### config.mk
export PLATFORM = sky130hd
export DESIGN_NAME = tick_countdown_timer
export DESIGN_NICKNAME = d
export VERILOG_FILES = /design/src/rtl/tmr_pkg.sv /design/src/rtl/tmr_regif.sv /design/src/rtl/tmr_counter.sv /design/src/rtl/tmr_irq.sv /design/src/rtl/tick_countdown_timer.sv
export SDC_FILE = /design/constraint.sdc
export NUM_CORES = 1
export LEC_CHECK = 0
export ABC_AREA = 1
export BUFFER_PORTS_ARGS = -buffer_cell sky130_fd_sc_hd__buf_2
export CAP_MARGIN = 20
export CORE_MARGIN = 2
export CORE_UTILIZATION = 48
export DETAILED_ROUTE_END_ITERATION = 16
export PLACE_DENSITY = 0.9
export SLEW_MARGIN = 10
export SYNTH_ARGS = -nofsm -noshare
export SYNTH_HDL_FRONTEND = slang
export SYNTH_SLANG_ARGS = --single-unit
export TNS_END_PERCENT = 30
### constraint.sdc
create_clock -name clk -period 1.73 [get_ports clk]
set_input_delay 0.346 -clock clk [delete_from_list [all_inputs] [get_ports clk]]
set_output_delay 0.346 -clock clk [all_outputs]
set_load 0.01 [all_outputs]
### src/rtl/tmr_pkg.sv
package tmr_pkg;

    localparam int unsigned ADDR_W   = 8;
    localparam int unsigned CTRL_W   = 32;
    localparam int unsigned CNT_W    = 20;
    localparam int unsigned BIT_RUN  = 24;
    localparam int unsigned BIT_IEN  = 25;
    localparam int unsigned BIT_ACK  = 26;
    localparam int unsigned IRQ_SLOT = 5;

    localparam logic [ADDR_W-1:0] OFS_CTRL_DEF = 8'h60;
    localparam logic [ADDR_W-1:0] OFS_STAT_DEF = 8'h64;

    typedef logic [CNT_W-1:0]  count_t;
    typedef logic [CTRL_W-1:0] word_t;
    typedef logic [ADDR_W-1:0] addr_t;

    typedef enum logic [1:0] {
        SEL_NONE = 2'd0,
        SEL_CTRL = 2'd1,
        SEL_STAT = 2'd2
    } reg_sel_t;

    typedef struct packed {
        logic   load;
        count_t value;
        logic   run;
        logic   ien;
        logic   ack;
    } ctrl_cmd_t;

    typedef struct packed {
        count_t count;
        logic   run;
        logic   ien;
    } timer_state_t;

    function automatic reg_sel_t decode_sel(input addr_t a, input addr_t ctrl_ofs,
                                            input addr_t stat_ofs);
        if (a == ctrl_ofs)      return SEL_CTRL;
        else if (a == stat_ofs) return SEL_STAT;
        else                    return SEL_NONE;
    endfunction

    function automatic ctrl_cmd_t unpack_ctrl(input logic strobe, input word_t w);
        ctrl_cmd_t c;
        c.load  = strobe;
        c.value = w[CNT_W-1:0];
        c.run   = w[BIT_RUN];
        c.ien   = w[BIT_IEN];
        c.ack   = w[BIT_ACK];
        return c;
    endfunction

    function automatic word_t pack_ctrl(input timer_state_t s);
        word_t w;
        w              = '0;
        w[CNT_W-1:0]   = s.count;
        w[BIT_RUN]     = s.run;
        w[BIT_IEN]     = s.ien;
        return w;
    endfunction

    function automatic word_t pack_status(input logic pending);
        word_t w;
        w           = '0;
        w[IRQ_SLOT] = pending;
        return w;
    endfunction

endpackage

### src/rtl/tmr_regif.sv
module tmr_regif
    import tmr_pkg::*;
#(
    parameter addr_t CTRL_OFS = OFS_CTRL_DEF,
    parameter addr_t STAT_OFS = OFS_STAT_DEF
) (
    input  logic         wr_en,
    input  addr_t        wr_addr,
    input  word_t        wr_data,
    input  addr_t        rd_addr,
    input  timer_state_t state,
    input  logic         pending,
    output ctrl_cmd_t    cmd,
    output word_t        rd_data
);
    reg_sel_t wr_sel;
    reg_sel_t rd_sel;
    logic     unused_wr_bits;

    assign unused_wr_bits = ^{wr_data[CTRL_W-1:BIT_ACK+1], wr_data[BIT_RUN-1:CNT_W]};

    always_comb begin
        wr_sel = decode_sel(wr_addr, CTRL_OFS, STAT_OFS);
        cmd    = unpack_ctrl(wr_en && (wr_sel == SEL_CTRL), wr_data);
    end

    always_comb begin
        rd_sel = decode_sel(rd_addr, CTRL_OFS, STAT_OFS);
        unique case (rd_sel)
            SEL_CTRL: rd_data = pack_ctrl(state);
            SEL_STAT: rd_data = pack_status(pending);
            default:  rd_data = '0;
        endcase
    end
endmodule

### src/rtl/tmr_counter.sv
module tmr_counter
    import tmr_pkg::*;
(
    input  logic         clk,
    input  logic         rst,
    input  ctrl_cmd_t    cmd,
    input  logic         tick_en,
    output timer_state_t state,
    output logic         expire
);
    timer_state_t state_q;
    logic         step;

    // a decrement is taken from the old state; a load in the same cycle replaces the result
    assign step   = tick_en && state_q.run && (state_q.count != '0);
    assign expire = step && (state_q.count == count_t'(1));
    assign state  = state_q;

    always_ff @(posedge clk) begin
        if (rst) begin
            state_q <= '0;
        end else if (cmd.load) begin
            state_q.count <= cmd.value;
            state_q.run   <= cmd.run;
            state_q.ien   <= cmd.ien;
        end else if (step) begin
            state_q.count <= state_q.count - count_t'(1);
        end
    end
endmodule

### src/rtl/tmr_irq.sv
module tmr_irq (
    input  logic clk,
    input  logic rst,
    input  logic raise,
    input  logic clear,
    output logic pending
);
    logic pending_q;

    assign pending = pending_q;

    // a fresh expiry outranks an acknowledge in the same cycle
    always_ff @(posedge clk) begin
        if (rst)        pending_q <= 1'b0;
        else if (raise) pending_q <= 1'b1;
        else if (clear) pending_q <= 1'b0;
    end
endmodule

### src/rtl/tick_countdown_timer.sv
module tick_countdown_timer
    import tmr_pkg::*;
#(
    parameter addr_t CTRL_OFS = OFS_CTRL_DEF,
    parameter addr_t STAT_OFS = OFS_STAT_DEF
) (
    input  logic              clk,
    input  logic              rst,
    input  logic              wr_en,
    input  logic [ADDR_W-1:0] wr_addr,
    input  logic [CTRL_W-1:0] wr_data,
    input  logic [ADDR_W-1:0] rd_addr,
    output logic [CTRL_W-1:0] rd_data,
    input  logic              tick_en,
    output logic              irq_o
);
    ctrl_cmd_t    cmd;
    timer_state_t state;
    logic         expire;
    logic         pending_q;
    count_t       count_q;

    assign count_q = state.count;

    tmr_regif #(
        .CTRL_OFS (CTRL_OFS),
        .STAT_OFS (STAT_OFS)
    ) u_regif (
        .wr_en   (wr_en),
        .wr_addr (wr_addr),
        .wr_data (wr_data),
        .rd_addr (rd_addr),
        .state   (state),
        .pending (pending_q),
        .cmd     (cmd),
        .rd_data (rd_data)
    );

    tmr_counter u_counter (
        .clk     (clk),
        .rst     (rst),
        .cmd     (cmd),
        .tick_en (tick_en),
        .state   (state),
        .expire  (expire)
    );

    tmr_irq u_irq (
        .clk     (clk),
        .rst     (rst),
        .raise   (expire && state.ien),
        .clear   (cmd.load && cmd.ack),
        .pending (pending_q)
    );

    assign irq_o = pending_q;
endmodule

# After elaboration in Yosys (flattened, before gate mapping)
# Index checks and enable logic that the tools add are counted.
[classes] div=0 n_mul=0 n_mux=9 reduce_logical=9 eq_ne=8 add_sub_neg=1 shift=0 magnitude_cmp=0 bitwise_logic=0
[op_table] op="26-bit one-hot mux with 2 select lines" count=1
[op_table] op="20-bit 2-to-1 mux" count=2
[op_table] op="8-bit by 7-bit == test with 1-bit output, second input constant" count=4
[op_table] op="20-bit by 1-bit == test with 1-bit output, second input constant" count=1
[op_table] op="20-bit nonzero test" count=1
[op_table] op="20-bit by 1-bit subtractor with 20-bit output, second input constant" count=1
[op_table] op="2-bit 2-to-1 mux" count=4
[op_table] op="1-bit logical AND" count=6
[op_table] op="2-bit by 1-bit == test with 1-bit output, second input constant" count=2
[op_table] op="2-bit nonzero test" count=2
[op_table] op="2-bit == test, second input constant" count=1
[op_table] op="1-bit 2-to-1 mux" count=2
[word_totals] latch_bits=0 memories=0 ramBits=0 output_inout_bits=33 register_bits=23 wordCells=31 rom_bits=0

# Logic depth before layout (Yosys ltp)
# Gate-level depths: netlist of run 1.
[logic_depth] depth_word=8 depth_mapped=11 mapped_depth_nobuf=11

# Cells and area by module
# A second synthesis of run 1 with hierarchy kept.
[hier_totals] cells_unflattened=396 hier_area_um2=2363.5
[by_module_without_submodules] module="tmr_counter" n_inst=1 cells_per_inst=285 seq_area_each_um2=440.4 area_per_inst_um2=1707.9
[by_module_without_submodules] module="tmr_regif" n_inst=1 cells_per_inst=102 seq_area_each_um2=0.0 area_per_inst_um2=600.6
[by_module_without_submodules] module="tmr_irq" n_inst=1 cells_per_inst=5 seq_area_each_um2=20.0 area_per_inst_um2=40.0
[by_module_without_submodules] module="tick_countdown_timer" n_inst=1 cells_per_inst=4 seq_area_each_um2=0.0 area_per_inst_um2=15.0

# Least setup slack after synthesis of run 1
# Ideal clock, no wire load.
[synth_timing] path_kind="reg2reg" startpoint="register u_counter.state_q, in the netlist u_counter.state[2]" endpoint="register u_counter.state_q, in the netlist u_counter.state[17]" synth_period_minus_slack_ps=1441 path_slack_ps=289 path_stages_with_launch=12 required_ps=1611 t_arrival_ps=1322 path_cell_list="dfxtp_1 inv_1 ha_1 nand2_2 nor2_2 nand3_2 nand2_4 nand2_4 inv_6 buf_8 nor2_1 nor2_2"
[synth_via] elab_chain_len=3 elab_cells_between_ends=6 classes_between="1 x add/sub; 2 x mux; 3 x reduce/logical"
[synth_lines] element="start, declared" line="tmr_counter.sv:11" text="timer_state_t state_q;"
[synth_lines] element="20-bit by 1-bit subtractor with 20-bit output / 20-bit nonzero test (equally long branches)" line="tmr_counter.sv:27, tmr_counter.sv:15"
[synth_lines] element="20-bit 2-to-1 mux / 1-bit logical AND (equally long branches)" line="tmr_counter.sv:26, tmr_counter.sv:15"
[synth_lines] element="20-bit 2-to-1 mux / 2-bit nonzero test (equally long branches)"
# Several ways; a longest one is shown, not always the timed one. The select of a mux whose other input is x is not followed.
# A chain may end at the register's enable or synchronous reset.

# Worst setup path in the final report of run 1
[layout_timing] startpoint="register u_counter.state_q, in the netlist u_counter.state[2]" endpoint="register u_counter.state_q, in the netlist u_counter.state[18]"
# The elaborated chain is that of the path after synthesis.

==> results.py, run 1 <==
metrics = {
    "setup_path": {
        "startpoint_type": "register",
        "cp_data_arrival_time_ns": 1.81,
        "critical_path_class": "reg2reg",
        "cp_max_fo": 9,
        "r2r_start": "u_counter.state[2]",
        "r2r_setup_slack_ns": 0.09,
        "critPathCaptureType": "register",
        "rr_worst_depth": 10,
        "regToRegEndpoint": "u_counter.state[18]",
        "cp.required_ns": 1.90,
    },
    "sta": {
        "tightestPinTransition_ns": 0.547,
        "hold_violations": 0,
        "min_period_ns": 1.64,
        "fmax_mhz": 610,
        "slew_headroom_pct": 63.5,
        "tns_ns": 0,
        "clock_skew_ns": 0.00849,
        "report.final.slew_viol_count": 0,
        "post-route-period-util_pct": 94.7,
        "finalSetupViolCount": 0,
        "rsz0062_at_grt": "false",
    },
    "global_routing": {
        "grt-ovfl-total": 0,
        "grt_pass1_vias": 2118,
        "grt_max_degree": 19,
        "track_usage_pct": 25.3,
        "antenna_found_initial": 0,
        "grt_pass1_wl_mm": 8.88,
    },
    "floorplan": {
        "coreArea_um2": 3940,
        "ios": 85,
        "die_area_um2": 4550,
        "die_height_um": 67.4,
        "rows": 23,
        "die_x_um": 67.4,
        "start_util_pct": 49.0,
    },
    "detailed_routing": {
        "wire_per_inst_um": 11.4,
        "drt_iter0_drc": 135,
        "first_pass_iters": 4,
        "routed_wl_mm": 5.31,
        "vias": 2277,
        "drc": 0,
        "drtAntennaViolNets": 0,
        "via_per_inst": 4.91,
    },
    "clock_tree": {
        "numCtsBuffers": 3,
        "cts_tree": "built",
        "clkSinkCount": 23,
        "h-tree-depth": 1,
        "cts.clk_slew.worst_paths_ns": 0.09,
        "cts_root_buf": "clkbuf_8",
        "cts.path.max_buffers": 2,
        "clk_latency_ns": 0.28,
    },
    "layout": {
        "diodes": 0,
        "drive_above_1_share_pct": 26.8,
        "instances_no_fill": 464,
        "final_nets": 470,
        "syn_to_final_growth_pct": 27.2,
    },
    "power_and_ir_drop": {
        "total_power_w": 0.00101,
        "cellPowerDensity_nw_per_um2": 411,
        "ir_worst_vdd_mv": 0.367,
        "p_leak_nw": 1.32,
    },
    "status": {
        "outcome": "complete, no violations",
    },
    "synthesis": {
        "synthTopCellsByArea": "dfxtp_1 (24%), nor2_1 (16%), nand2_1 (15%), inv_1 (7.4%), nand3_1 (5.7%)",
        "syn_inst": 336,
        "ys_seq_area_share_pct": 23.8,
        "synth-seq-cells": 23,
        "yosysTopAreaCellShare_pct": 23.8,
        "ys_types": 29,
        "mappedNetlistArea_um2": 1930,
        "synth_area_leader_cell": "dfxtp_1",
        "syn-mean-instance-area_um2": 5.75,
        "yosysWarnings": 0,
    },
    "min_path": {
        "hold_path_depth": 2,
        "min_path_type": "in2reg",
        "worstHoldEndpoint": "u_counter.state[19]",
        "min_from": "rst",
    },
    "placement": {
        "hpwlAfterDp_mm": 4.22,
        "port_buffers": 65,
        "place_congestion": 0.948,
        "dp.cells": 460,
    },
    "run": {
        "drv_cap": 0,
    },
}
## final cells by class
class,count,area [µm²]
Fill cell,376,1490
Multi-Input combinational cell,265,1250
Timing Repair Buffer,83,485
Sequential cell,23,460
Inverter,39,151
Tap cell,50,62.6
Clock buffer,3,41.3
Clock inverter,1,5.00
## what timing repair did
action / CTS / global route
setup buffers: 0 / 0
setup endpoints to repair: 0 / 14
hold buffers: 0 / 0
resized for setup: 0 / 7
## cells in the mapped netlist (all sizes together)
cell type	count
nor2	92
a21oi	11
o21ai	25
conb	1
nor4	1
nand4	4
or2	2
xor2	7
nand3b	2
a31oi	1
nor3	3
xnor2	1
nand3	23
dfxtp	23
buf	13
nand2	80
ha	3
inv	39
clkbuf	5
## critical path, stage by stage (launching register included)
cell     delay [ns]
dfxtp_1        0.35
inv_2          0.13
ha_1           0.19
nand2_2        0.06
nor2_2         0.12
nand3_2        0.10
nand2_4        0.08
nand2_4        0.08
buf_12         0.16
o21ai_0        0.20
nor2_2         0.06
## kinds of logic after synthesis
logic type / Yosys count / share of synthesized area (%)
other cells: 1 / 0.194
compound gates: 37 / 9.65
flops: 23 / 23.8
xor+xnor: 8 / 3.63
simple gates: 207 / 46.4
fa+ha+maj: 3 / 1.94
buf+inv: 57 / 14.3
## registers in the layout (all words and copies together) (netlist names)
name,flops
u_counter.state,22
u_irq.pending,1
## through the flow
stage	hold WS, ns	worst slack [ns]	utilization, %	cell area [µm²]
5_1_grt	0.328	0.00164	62.3	2460
3_3_place_gp	0.457	0.102	60.6	2390
3_5_place_dp	0.462	0.0644	60.6	2390
4_1_cts	0.305	0.0440	61.8	2430
6_report	0.310	0.0913	62.3	2460
2_1_floorplan	0.415	0.289	-	1970
## worst max path at each step
stage	from	endpoint	slack, ns
4_1_cts	u_counter.state[2]	u_counter.state[16]	0.04
5_1_grt	u_counter.state[2]	u_counter.state[18]	0.002
6_report	u_counter.state[2]	u_counter.state[18]	0.09
3_5_place_dp	u_counter.state[2]	u_counter.state[16]	0.06
3_3_place_gp	wr_addr[3]	u_counter.state[12]	0.10
2_1_floorplan	u_counter.state[2]	u_counter.state[17]	0.29
## metal layers
layer  part of all wire, %  vias to the layer above  global-route usage (%)
li1                      -                     1185                       -
met1                    44                     1009                    30.9
met2                    50                       78                    45.9
met3                   6.0                        5                    2.00
met4                  0.81                        0                    9.95
met5                     0                        -                       0
## layout by cell type, fill, tap and decap left out, types with 3 or more instances in the layout
cell type,instances
o21ai_1,7
buf_2,65
nor2_2,10
nand4_1,4
inv_1,36
buf_4,16
nand3_1,22
a21oi_1,11
nand2_1,77
o21ai_0,18
conb_1,10
nor2_1,80
xor2_1,7
clkbuf_8,3
dfxtp_1,23
## where the power goes
part	total (W)	switching, W	internal (W)
combinational	0.000119	0.0000637	0.0000551
sequential	0.000532	0.00000136	0.000530
clock	0.000360	0.000198	0.000162
No activity file was read; power rests on OpenSTA's default activity.
==> run 2: changes to the inputs <==
- ABC_AREA: 1 -> not set
- CORE_UTILIZATION: 48 -> 46
- CTS_CLUSTER_DIAMETER: not set -> 60
==> run 2 against run 1 <==
Compared with the run above:
- the flow now finishes with violations (setup timing)
- register-to-register slack worse by 0.41 ns
- core utilization increased by 17 points
- sequential cell count unchanged
- non-clock buffer count rose by 39
- global-route usage increased by 4.0 points
- largest cell class unchanged
==> results.py, run 2 <==
metrics = {
    "detailed_routing": {
        "drc": 0,
        "drt_iter0_drc": 165,
        "via_per_inst": 5.97,
        "wire_per_inst_um": 17.9,
        "drtAntennaViolNets": 0,
        "vias": 2204,
        "first_pass_iters": 4,
        "routed_wl_mm": 6.59,
    },
    "setup_path": {
        "path_common_cell": "or4_4",
        "critical_path_class": "reg2reg",
        "cp_data_arrival_time_ns": 2.30,
        "cp.required_ns": 1.98,
        "r2r_start": "u_counter.state[4]",
        "startpoint_type": "register",
        "cp_slowest_cell": "or4_4",
        "crit_path_cell_trace": "nor3_4, nand2_1, or4_4, or4_4, a311oi_1",
        "critPathCaptureType": "register",
        "r2r_setup_slack_ns": -0.32,
        "rr_worst_depth": 5,
        "cp_max_fo": 7,
        "regToRegEndpoint": "u_counter.state[19]",
        "max_stage_delay_ns": 0.55,
    },
    "layout": {
        "final_cell_mix": "buf_2 (63), buf_4 (50), nor2_1 (21)",
        "syn_to_final_growth_pct": 61.3,
        "drive_above_1_share_pct": 54.5,
        "seqCellArea_um2": 483,
        "layout_commonest_cell": "buf_2",
        "final_nets": 379,
        "diodes": 0,
        "num-fill-cells": 212,
        "multi_input_area_um2": 1330,
        "largest_reg_flops": 22,
    },
    "clock_tree": {
        "clk_latency_ns": 0.33,
        "hold_buffers": 0,
        "cts_root_buf": "clkbuf_4",
        "cts.clk_slew.worst_paths_ns": 0.14,
        "numCtsBuffers": 3,
        "h-tree-depth": 1,
        "cts_tree": "built",
        "clkSinkCount": 23,
        "cts.path.max_buffers": 2,
    },
    "sta": {
        "report.final.slew_viol_count": 0,
        "rsz0062_at_grt": "true",
        "post-route-period-util_pct": 119,
        "worst_slack_ns": -0.320,
        "hold_violations": 0,
        "tightestPinTransition_ns": 0.541,
        "fmax_mhz": 488,
        "slew_headroom_pct": 63.5,
        "finalSetupViolCount": 20,
        "clock_skew_ns": 0.00973,
        "min_period_ns": 2.05,
    },
    "power_and_ir_drop": {
        "pwr-share-clk_pct": 29.3,
        "total_power_w": 0.000914,
        "cellPowerDensity_nw_per_um2": 338,
        "pwr-share-seq_pct": 57.6,
        "ir_worst_vdd_mv": 0.419,
        "p_leak_nw": 1.21,
        "combPwrFrac_pct": 13.1,
        "p_int_w": 0.000674,
        "switchingPower_w": 0.000240,
        "swShare_pct": 26.2,
    },
    "floorplan": {
        "ios": 85,
        "die_x_um": 64.4,
        "coreArea_um2": 3420,
        "rows": 21,
        "die_height_um": 64.4,
        "start_util_pct": 49.2,
        "die_area_um2": 4150,
    },
    "min_path": {
        "worstHoldEndpoint": "u_counter.state[0]",
        "min_path_type": "in2reg",
        "hold_path_depth": 3,
        "min_from": "wr_data[25]",
    },
    "synthesis": {
        "synth_most_common_cell": "nor2_1",
        "synth_common_cells": "nor2_1 (25), dfxtp_1 (23), and2_1 (18)",
        "synth_edf_count": 0,
        "synth_area_leader_cell": "dfxtp_1",
        "yosysTopAreaCellShare_pct": 27.4,
        "ys_types": 49,
        "synthTopCellsByArea": "dfxtp_1 (27%), and2_1 (6.7%), nor2_1 (5.6%), a311oi_1 (4.7%), buf_4 (4.5%)",
        "yosysWarnings": 0,
        "synthArstFlopShare_pct": 0,
        "ys.flop_type": "dfxtp_1",
        "syn-mean-instance-area_um2": 8.07,
        "syn_inst": 208,
        "mappedNetlistArea_um2": 1680,
        "ys_seq_area_share_pct": 27.4,
        "synth-seq-cells": 23,
    },
    "global_routing": {
        "grt_max_degree": 41,
        "grt_pass1_vias": 2046,
        "grt-ovfl-total": 0,
        "antenna_found_initial": 0,
        "track_usage_pct": 29.3,
        "grt_pass1_wl_mm": 9.57,
    },
    "placement": {
        "place_congestion": 0.944,
        "pre_cts_ws_ns": -0.370,
        "hpwlAfterDp_mm": 3.95,
        "port_buffers": 65,
    },
    "status": {
        "outcome": "finished with violations",
        "violations": "setup timing",
    },
    "run": {
        "drv_cap": 0,
    },
}
==> run 2: changes by cell type in the layout (fill, tap and decap cells not counted), sizes merged, moves of 9 or more <==
cell | previous run | this run
buf | 83 | 122
or4 | 0 | 11
nand3 | 23 | 3
o21ai | 25 | 4
inv | 39 | 3
nor2 | 92 | 25
and2 | 0 | 19
nand2 | 80 | 14
a211oi | 0 | 9
a311oi | 0 | 9
==> run 2: worst max-delay path by stage <==
stage / cells after the start / slack, ns / to / startpoint
after global routing: 5 / -0.39 / u_counter.state[17] / u_counter.state[4]
after detailed placement: 5 / -0.37 / u_counter.state[20] / u_counter.state[10]
after floorplan: 6 / -0.31 / u_counter.state[19] / u_counter.state[11]
after global placement: 5 / -0.27 / u_counter.state[20] / u_counter.state[10]
final: 5 / -0.32 / u_counter.state[19] / u_counter.state[4]
after CTS: 5 / -0.26 / u_counter.state[21] / u_counter.state[11]
==> run 2: stage by stage <==
| stage | instances | instance area (µm²) | utilization, % | hold WS, ns | TNS (ns) |
|---|---|---|---|---|---|
| global route | 369 | 2710 | 79.3 | 0.248 | -5.77 |
| floorplan | 217 | 1730 | - | 0.418 | -2.84 |
| detailed placement | 361 | 2380 | 69.6 | 0.462 | -3.38 |
| CTS | 367 | 2530 | 74.1 | 0.253 | -2.01 |
| global placement | 361 | 2380 | 69.6 | 0.455 | -2.44 |
| finish | 369 | 2710 | 79.3 | 0.242 | -3.32 |
==> run 2: cells by family (layout without fill, tap and decap cells) <==
logic type / Yosys count / count (layout) / share of synthesized area (%)
simple gates: 102 / 102 / 34.9
compound gates: 47 / 47 / 21.5
fa+ha+maj: 3 / 3 / 2.24
other cells: 1 / 10 / 0.223
flops: 23 / 23 / 27.4
xor+xnor: 8 / 8 / 4.17
mux: 1 / 1 / 0.596
buf+inv: 23 / 129 / 8.94
==> run 2: layer usage <==
metal | global-route usage (%) | wire length (µm)
met5 | 0 | 0
met4 | 11.4 | 342
met3 | 5.38 | 500
met2 | 54.3 | 3350
met1 | 33.1 | 2400
==> run 2: critical path, delay by kind of cell (launching register included) <==
kind            cells  cell delay (ns)
simple gates        4             1.37
flops               1             0.39
compound gates      1             0.21
==> run 2: power groups by stage <==
stage	clock network (W)	logic, W	registers (W)
2_1_floorplan	0	0.0000529	0.000543
3_3_place_gp	0	0.0000984	0.000543
3_5_place_dp	0	0.000102	0.000543
4_1_cts	0.000257	0.000107	0.000532
5_1_grt	0.000292	0.000130	0.000526
6_report	0.000268	0.000120	0.000526
==> run 2: cell type report <==
class	instances	share of cell area, %
well taps	46	2.13
inverters	3	0.416
flip-flops and latches	23	17.8
repair buffers	122	29.6
multi-input cells	171	49.1
clock buffers	4	0.970
==> run 2: what timing repair did <==
action	CTS	global route
pin swaps	16	11
resized for setup	27	36
endpoints found under the setup margin	21	40
buffers inserted	2	2
==> run 3: changes to the inputs <==
- CELL_PAD_IN_SITES_DETAIL_PLACEMENT: not set -> 1
- CELL_PAD_IN_SITES_GLOBAL_PLACEMENT: not set -> 1
- CORE_UTILIZATION: 46 -> 32
==> run 3 against run 2 <==
Compared with the run above:
- the flow still finishes with violations (setup timing)
- first-iteration DRC count shrank 28%
- power grew 13%
- fmax shrank 2.2%
- non-clock buffer count grew 3
- worst hold slack gained 0.065 ns
- sequential power grew 0.8%
- combinational power grew 14%
- final cell count grew 7.6%
- critical path depth is the same
- die area grew 41%
- critical path type unchanged
- highest routed layer unchanged
==> results.py, run 3 (synthesized netlist as in run 2, its figures left out) <==
metrics = {
    "layout": {
        "final_util_pct": 56.0,
        "final_nets": 383,
        "diodes": 0,
        "drive_above_1_share_pct": 57.8,
        "syn_to_final_growth_pct": 69.2,
        "layout_commonest_cell": "buf_2",
        "final_cell_mix": "buf_2 (62), buf_4 (51), nor2_1 (21)",
        "largest_reg_flops": 22,
    },
    "global_routing": {
        "grt-ovfl-total": 0,
        "antenna_found_initial": 0,
        "grt_pass1_vias": 2399,
        "grt_max_degree": 25,
        "grt_pass1_wl_mm": 12.6,
        "track_usage_pct": 27.4,
    },
    "power_and_ir_drop": {
        "cellPowerDensity_nw_per_um2": 364,
        "pwr-share-clk_pct": 35.5,
        "swShare_pct": 26.9,
        "combPwrFrac_pct": 13.2,
        "ir_worst_vdd_mv": 0.229,
        "p_int_w": 0.000755,
        "switchingPower_w": 0.000278,
        "p_leak_nw": 1.25,
        "total_power_w": 0.00103,
        "pwr-share-seq_pct": 51.3,
    },
    "sta": {
        "finalSetupViolCount": 22,
        "rsz0062_at_grt": "true",
        "whs_ns": 0.307,
        "post-route-period-util_pct": 121,
        "report.final.slew_viol_count": 0,
        "tightestPinTransition_ns": 0.585,
        "hold_violations": 0,
        "min_period_ns": 2.10,
        "slew_headroom_pct": 61.0,
        "clock_skew_ns": 0.000719,
        "worst_slack_ns": -0.366,
        "fmax_mhz": 477,
    },
    "floorplan": {
        "start_util_pct": 33.1,
        "coreArea_um2": 5070,
        "rows": 26,
        "die_area_um2": 5840,
        "die_height_um": 76.4,
        "ios": 85,
        "die_x_um": 76.4,
    },
    "setup_path": {
        "startpoint_type": "register",
        "max_stage_delay_ns": 0.51,
        "critical_path_class": "reg2reg",
        "cp_data_arrival_time_ns": 2.29,
        "cp_slowest_cell": "or4_4",
        "crit_family": "simple AND/OR/NAND/NOR gates",
        "cp.required_ns": 1.92,
        "cp_num_buf_inv": 0,
        "path_common_cell": "or4_4",
        "crit_path_cell_trace": "nor4_4, nand2_2, or4_4, or4_4, a311oi_2",
        "critPathCaptureType": "register",
        "cp_max_fo": 6,
    },
    "detailed_routing": {
        "drt_iter0_drc": 118,
        "first_pass_iters": 4,
        "wire_per_inst_um": 21.4,
        "drc": 0,
        "vias": 2244,
        "drtAntennaViolNets": 0,
        "via_per_inst": 5.65,
        "routed_wl_mm": 8.48,
    },
    "clock_tree": {
        "hold_buffers": 0,
        "clk_latency_ns": 0.27,
        "cts.path.max_buffers": 2,
        "cts_tree": "built",
        "h-tree-depth": 1,
        "cts_root_buf": "clkbuf_8",
        "clkSinkCount": 23,
        "cts.clk_slew.worst_paths_ns": 0.09,
        "numCtsBuffers": 3,
    },
    "status": {
        "violations": "setup timing",
        "outcome": "finished with violations",
    },
    "placement": {
        "hpwlAfterDp_mm": 4.94,
        "pre_cts_ws_ns": -0.406,
        "port_buffers": 65,
        "place_congestion": 0.930,
    },
    "min_path": {
        "min_path_type": "in2reg",
    },
    "run": {
        "drv_cap": 0,
    },
}
-- run 3: cell types whose count changed in the layout (fill, tap and decap cells not counted), moves of 2 or more --
cell | before | now
clkbuf_4 | 3 | 0
and2_1 | 18 | 16
and2_4 | 0 | 2
dfxtp_4 | 4 | 1
buf_6 | 8 | 11
o31ai_1 | 7 | 5
clkbuf_8 | 0 | 3
a211oi_1 | 8 | 6
a211oi_2 | 1 | 3
dfxtp_2 | 6 | 8
o31ai_2 | 0 | 2
-- run 3: layout make-up --
type / instances / area [µm²]
Inverter: 3 / 11.3
Tap cell: 70 / 87.6
Clock inverter: 1 / 5.00
Timing Repair Buffer: 125 / 837
Multi-Input combinational cell: 172 / 1380
Clock buffer: 3 / 41.3
Fill cell: 638 / 2230
Sequential cell: 23 / 474
-- run 3: through the flow --
step | cells | setup TNS (ns) | instance area, µm²
6_report | 397 | -4.32 | 2840
3_5_place_dp | 384 | -6.44 | 2390
2_1_floorplan | 217 | -2.84 | 1730
4_1_cts | 397 | -4.04 | 2670
5_1_grt | 397 | -6.61 | 2840
3_3_place_gp | 384 | -3.69 | 2390
-- run 3: power by group through the flow --
stage	clock [W]	combinational [W]	sequential, W
6_report	0.000367	0.000137	0.000530
2_1_floorplan	0	0.0000529	0.000543
3_3_place_gp	0	0.000101	0.000543
5_1_grt	0.000401	0.000146	0.000530
4_1_cts	0.000355	0.000117	0.000531
3_5_place_dp	0	0.000106	0.000543
-- run 3: repair_timing --
item | in CTS | in global routing
endpoints found under the setup margin | 39 | 42
gates resized for setup | 38 | 36
cloned | 1 | 0
setup buffers | 8 | 3
pin swaps | 18 | 12
-- run 3: worst register-to-register path: cells and delay by family, from the launching register on --
family	cells	cell delay, ns
AND/OR/NAND/NOR	4	1.46
flip-flops	1	0.35
AO/OA/AOI/OAI	1	0.21
-- run 3: final timing paths --
check | to | slack, ns | from | depth (start not counted)
min | u_counter.state[0] | 0.31 | wr_data[25] | 3
min reg2reg | u_counter.state[0] | 0.49 | u_counter.state[0] | 2
max | u_counter.state[19] | -0.37 | u_counter.state[11] | 5
max reg2reg | u_counter.state[19] | -0.37 | u_counter.state[11] | 5
-- run 3: per-layer routing --
layer | track usage [%] | wire, µm | part of all wire, %
met5 | 0 | 0 | 0
met4 | 14.5 | 360 | 4.2
met3 | 4.15 | 489 | 5.8
met2 | 50.1 | 4300 | 51
met1 | 30.3 | 3330 | 39
